===== config.mk =====
export PLATFORM = sky130hd
export DESIGN_NAME = mash_il_mod
export DESIGN_NICKNAME = d
export VERILOG_FILES = /design/src/rtl/mash_pkg.sv /design/src/rtl/mash_ctrl.sv /design/src/rtl/mash_stage.sv /design/src/rtl/mash_therm.sv /design/src/rtl/mash_datapath.sv /design/src/rtl/mash_il_mod.sv
export SDC_FILE = /design/constraint.sdc
export NUM_CORES = 1
export LEC_CHECK = 0
export BUFFER_PORTS_ARGS = -buffer_cell sky130_fd_sc_hd__buf_2
export CAP_MARGIN = 15
export CELL_PAD_IN_SITES_DETAIL_PLACEMENT = 1
export CELL_PAD_IN_SITES_GLOBAL_PLACEMENT = 1
export CORE_UTILIZATION = 31
export CTS_BUF_LIST = sky130_fd_sc_hd__clkbuf_2 sky130_fd_sc_hd__clkbuf_4 sky130_fd_sc_hd__clkbuf_8
export CTS_CLUSTER_DIAMETER = 120
export CTS_CLUSTER_SIZE = 8
export DETAILED_ROUTE_END_ITERATION = 8
export GPL_ROUTABILITY_DRIVEN = 0
export HOLD_SLACK_MARGIN = 0.1
export PLACE_DENSITY = 0.74
export SETUP_SLACK_MARGIN = 0.02
export SLEW_MARGIN = 20
export SYNTH_ARGS = -nofsm -noshare
export SYNTH_HDL_FRONTEND = slang
export SYNTH_SLANG_ARGS = --single-unit

===== constraint.sdc =====
create_clock -name clk -period 6.4 [get_ports clk]
set_input_delay 1.28 -clock clk [delete_from_list [all_inputs] [get_ports clk]]
set_output_delay 1.28 -clock clk [all_outputs]
set_load 0.02 [all_outputs]

===== src/rtl/mash_pkg.sv =====
package mash_pkg;
  typedef struct packed {
    logic clrState;
    logic advance;
  } ctrlStrobes_t;
endpackage


===== src/rtl/mash_ctrl.sv =====
module mash_ctrl
  import mash_pkg::*;
(
  input  logic         rst,
  output ctrlStrobes_t strobes
);
  always_comb begin
    strobes.clrState = rst;
    strobes.advance  = ~rst;
  end
endmodule


===== src/rtl/mash_stage.sv =====
module mash_stage
  import mash_pkg::*;
#(
  parameter int W = 9
) (
  input  logic         clk,
  input  ctrlStrobes_t strobes,
  input  logic [W-1:0] inE,
  input  logic [W-1:0] inO,
  output logic         carryE,
  output logic         carryO,
  output logic [W-1:0] residE,
  output logic [W-1:0] residO
);
  logic [W-1:0] acc;
  logic [W:0]   sumE;
  logic [W+1:0] sumO;
  logic [1:0]   oddCnt;
  logic [W:0]   seqOdd;

  always_comb begin
    sumE   = {1'b0, acc} + {1'b0, inE};
    sumO   = {2'b00, acc} + {2'b00, inE} + {2'b00, inO};
    oddCnt = sumO[W+1:W] - {1'b0, sumE[W]};
    carryE = sumE[W];
    carryO = oddCnt[0];
    residE = sumE[W-1:0];
    residO = sumO[W-1:0];
  end

  always_ff @(posedge clk) begin
    if (strobes.clrState) acc <= '0;
    else if (strobes.advance) acc <= residO;
  end

  // sequential reference for the odd phase, used only by the check below
  assign seqOdd = {1'b0, residE} + {1'b0, inO};


  lookahead_eq_chk: assert property (@(posedge clk) disable iff (strobes.clrState)
    (carryO == seqOdd[W]) && (residO == seqOdd[W-1:0]));


  wrap_carry_chk: assert property (@(posedge clk) disable iff (strobes.clrState)
    carryE == (residE < inE));
endmodule


===== src/rtl/mash_therm.sv =====
module mash_therm #(
  parameter int CODE_W = 4,
  localparam int ELEM = (1 << CODE_W) - 1
) (
  input  logic [CODE_W-1:0] code,
  output logic [ELEM-1:0]   therm
);
  for (genvar i = 0; i < ELEM; i++) begin : g_bit
    assign therm[i] = (int'(code) > i);
  end
endmodule


===== src/rtl/mash_datapath.sv =====
module mash_datapath
  import mash_pkg::*;
#(
  parameter int IN_W   = 12,
  parameter int FINE_W = 9,
  parameter int CODE_W = 4
) (
  input  logic              clk,
  input  ctrlStrobes_t      strobes,
  input  logic [IN_W-1:0]   xE,
  input  logic [IN_W-1:0]   xO,
  output logic [CODE_W-1:0] codeE,
  output logic [CODE_W-1:0] codeO
);
  localparam int COARSE_W = IN_W - FINE_W;
  localparam int SUM_W    = CODE_W + 2;
  localparam int CODE_MAX = (1 << CODE_W) - 1;
  localparam int NSTAGE   = 2;

  logic [COARSE_W-1:0] coarseE, coarseO;
  logic [FINE_W-1:0]   stInE  [NSTAGE];
  logic [FINE_W-1:0]   stInO  [NSTAGE];
  logic [FINE_W-1:0]   resE   [NSTAGE];
  logic [FINE_W-1:0]   resO   [NSTAGE];
  logic                carE   [NSTAGE];
  logic                carO   [NSTAGE];
  logic                c2Prev;
  logic [CODE_W-1:0]   nextE, nextO;

  assign coarseE = xE[IN_W-1:FINE_W];
  assign coarseO = xO[IN_W-1:FINE_W];

  assign stInE[0] = xE[FINE_W-1:0];
  assign stInO[0] = xO[FINE_W-1:0];

  for (genvar s = 0; s < NSTAGE; s++) begin : g_stage
    if (s > 0) begin : g_link
      assign stInE[s] = resE[s-1];
      assign stInO[s] = resO[s-1];
    end
    mash_stage #(.W(FINE_W)) u_stage (
      .clk    (clk),
      .strobes(strobes),
      .inE    (stInE[s]),
      .inO    (stInO[s]),
      .carryE (carE[s]),
      .carryO (carO[s]),
      .residE (resE[s]),
      .residO (resO[s])
    );
  end

  function automatic logic [CODE_W-1:0] recombine(
    input logic [COARSE_W-1:0] crs,
    input logic                c1,
    input logic                c2,
    input logic                c2Old
  );
    logic [SUM_W-1:0] pos;
    pos = SUM_W'(crs) + SUM_W'(c1) + SUM_W'(c2);
    if (pos < SUM_W'(c2Old)) return '0;
    pos = pos - SUM_W'(c2Old);
    if (pos > SUM_W'(CODE_MAX)) return CODE_W'(CODE_MAX);
    return pos[CODE_W-1:0];
  endfunction

  always_comb begin
    nextE = recombine(coarseE, carE[0], carE[NSTAGE-1], c2Prev);
    nextO = recombine(coarseO, carO[0], carO[NSTAGE-1], carE[NSTAGE-1]);
  end

  always_ff @(posedge clk) begin
    if (strobes.clrState) begin
      codeE  <= '0;
      codeO  <= '0;
      c2Prev <= 1'b0;
    end else if (strobes.advance) begin
      codeE  <= nextE;
      codeO  <= nextO;
      c2Prev <= carO[NSTAGE-1];
    end
  end


  recomb_range_chk: assert property (@(posedge clk) disable iff (strobes.clrState)
    1'b1 |=> (int'(codeE) <= int'($past(coarseE)) + 2) &&
             (int'(codeO) <= int'($past(coarseO)) + 2) &&
             (int'(codeE) + 1 >= int'($past(coarseE))) &&
             (int'(codeO) + 1 >= int'($past(coarseO))));
endmodule


===== src/rtl/mash_il_mod.sv =====
module mash_il_mod
  import mash_pkg::*;
#(
  parameter int IN_W   = 12,
  parameter int FINE_W = 9,
  parameter int CODE_W = 4,
  localparam int ELEM  = (1 << CODE_W) - 1
) (
  input  logic              clk,
  input  logic              rst,
  input  logic [IN_W-1:0]   sampleEven,
  input  logic [IN_W-1:0]   sampleOdd,
  output logic [CODE_W-1:0] codeEven,
  output logic [CODE_W-1:0] codeOdd,
  output logic [ELEM-1:0]   thermEven,
  output logic [ELEM-1:0]   thermOdd
);
  ctrlStrobes_t strobes;

  mash_ctrl u_ctrl (
    .rst    (rst),
    .strobes(strobes)
  );

  mash_datapath #(.IN_W(IN_W), .FINE_W(FINE_W), .CODE_W(CODE_W)) u_dp (
    .clk    (clk),
    .strobes(strobes),
    .xE     (sampleEven),
    .xO     (sampleOdd),
    .codeE  (codeEven),
    .codeO  (codeOdd)
  );

  mash_therm #(.CODE_W(CODE_W)) u_thermE (.code(codeEven), .therm(thermEven));
  mash_therm #(.CODE_W(CODE_W)) u_thermO (.code(codeOdd),  .therm(thermOdd));


  reset_clear_chk: assert property (@(posedge clk)
    rst |=> (codeEven == '0) && (codeOdd == '0));


  therm_count_chk: assert property (@(posedge clk) disable iff (rst)
    ($countones(thermEven) == int'(codeEven)) &&
    ($countones(thermOdd) == int'(codeOdd)) &&
    (((thermEven + 1'b1) & thermEven) == '0) &&
    (((thermOdd + 1'b1) & thermOdd) == '0));
endmodule


==> results.tsv <==
metric	value	unit
status	finished, final reports clean	
period_needed	6.01	ns
finalNonFillerCells	581	
routed_wl	7690	um
cts_max_path_buffers	2	
dp_cells	577	
wl_met1	3560	um
hold_start	u_dp.c2Prev	
yosys_warnings	0	
grt_overflow	0	
antenna_found_initial	0	
start_kind	primary input	
rsz0062_at_grt	no	
cap_violations	0	
cp.required	6.61	ns
hp-class	reg2reg	
final_core_util	0.373	
crit_start	sampleEven[1]	
slew_viol_final	0	
hpwl	6570	um
drt-pass1-iter-count	4	
via_per_inst	4.99	
cts-root-buf	clkbuf_8	
dr_total_vias	2901	
hold_viol_final	0	
netlist_area	3240	um2
stdcell_area	3720	um2
fmax	166	MHz
wl_met3	288	um
port_buffers	63	
drtIter0Drc	129	
ys_ff_latch	27	
tns	0	ns
finalCritPeriodShare	0.940	
min_to	u_dp.codeE[0]	
synth_edf_count	0	
drive_gt1_frac	0.174	
wl_per_cell	13.2	um
r2r-start	u_dp.g_stage[0].u_stage.acc[1]	
grt_pass1_vias	2982	
r2r_slack	1.20	ns
rr_worst_depth	22	
path_max_fanout	4	
htree_num_levels	1	
io_pins	64	
endpoint_kind	register	
synth_fp_nets	485	
timing.rr.end	u_dp.codeO[0]	
grtUsageTotal	0.147	
final_common_cell	buf_2	
synth.distinct_cells	49	
final_cell_mix	63 x buf_2, 54 x inv_1, 45 x ha_1	
crit_arrival	6.22	ns
placementRows	36	
nets	542	
cts_sinks	27	
die_area	10900	um2
syn_inst	392	
grt_pass1_wl	13400	um
wl_met2	3800	um
area_delta_synth_final	14.7	%
finClkSkew	0.00377	ns
synthFlopType	dfxtp_1	
antenna_left	0	
tritoncts	done	
drc_errors	0	
clk_pin_slew	0.11	ns
die_w	104	um
place_area	3660	um2
start_util	0.326	
ys_seq_area_frac	0.167	
top_layer	met4	
antennaDiodeCount	0	
clk_latency	0.29	ns
grt_max_degree	30	
worstMarginPinSlew	0.610	ns
slew_headroom	0.594	
cts-buffers-inserted	3	
critPathKind	in2reg	
async_flop_share	0	
die_h	104	um
setup_violations	0	
postSynthAreaPerCell	8.27	um2
core	9950	um2
whs_path_depth	2	
## layout make-up
class,count,area (um2)
clock buffers,3,41.3
clock inverters,1,7.51
fillers,1239,6240
inverters,54,203
multi-input cells,300,2440
flip-flops and latches,27,541
well taps,133,166
repair buffers,63,315
## through the flow
stage	hold slack [ns]	setup slack, ns
after floorplan	0.517	0.587
after global placement	0.586	0.154
after detailed placement	0.584	0.0241
after CTS	0.604	0.325
after global routing	0.626	0.0240
final	0.587	0.386
## synth_stat cells, types with 11 or more instances
cell,count,area (um2)
a21o_1,11,82.6
a21oi_1,18,90.1
dfxtp_1,27,541
fa_1,21,420
ha_1,46,576
inv_1,54,203
nand2_1,23,86.3
nor2_1,38,143
o21ai_0,19,95.1
xor2_1,11,96.3
## critical path, cell delays in order
cell and delay (ns):
buf_2 0.12, fa_1 0.53, ha_1 0.18, inv_1 0.06, fa_1 0.38, nand2b_1 0.18, a21oi_1 0.26, nor3_1 0.10
xor2_1 0.18, fa_1 0.52, inv_1 0.04, ha_1 0.19, or3_1 0.35, o211a_1 0.25, nor2_1 0.11, xor2_1 0.10
ha_1 0.22, ha_1 0.20, xnor3_1 0.25, nand2_1 0.13, a211oi_2 0.26, nand2_1 0.08, a311oi_1 0.24
## routing by layer
metal / up-vias / global-route usage
met2: 61 / 0.276
met1: 1387 / 0.181
met4: 0 / 0.0214
li1: 1449 / -
met3: 4 / 0.0201
met5: - / 0
## cells by family (layout without fill, tap and decap cells)
logic type	after synthesis	count (layout)	share of synthesized area
buffers and inverters	65	121	0.0815
muxes	3	3	0.00927
DFF	27	27	0.167
adders and majority gates	67	67	0.307
and+or+nand+nor	117	117	0.177
xor gates and xnor gates	22	22	0.0680
AOI/OAI and AO/OA	91	91	0.190
## what timing repair did
action                                  in CTS  in global routing
hold buffers                                 0                  0
gates resized for setup                      0                  2
setup buffers                                0                  0
endpoints found under the setup margin       0                  2
## state kept, by name (all words and copies together) (netlist names)
register,count
u_dp.c2Prev,1
u_dp.codeE,4
u_dp.codeO,4
u_dp.g_stage.u_stage.acc,18
## worst max-delay path by stage
stage                          to  cells after the start
floorplan           u_dp.codeO[0]                     22
global placement    u_dp.codeO[0]                     23
detailed placement  u_dp.codeO[0]                     23
CTS                 u_dp.codeO[0]                     23
global route        u_dp.codeO[0]                     22
finish              u_dp.codeO[0]                     23
Power is left out: the tool's default activity adds up to more than one toggle a clock period on the data nets, which glitch-free logic cannot reach.
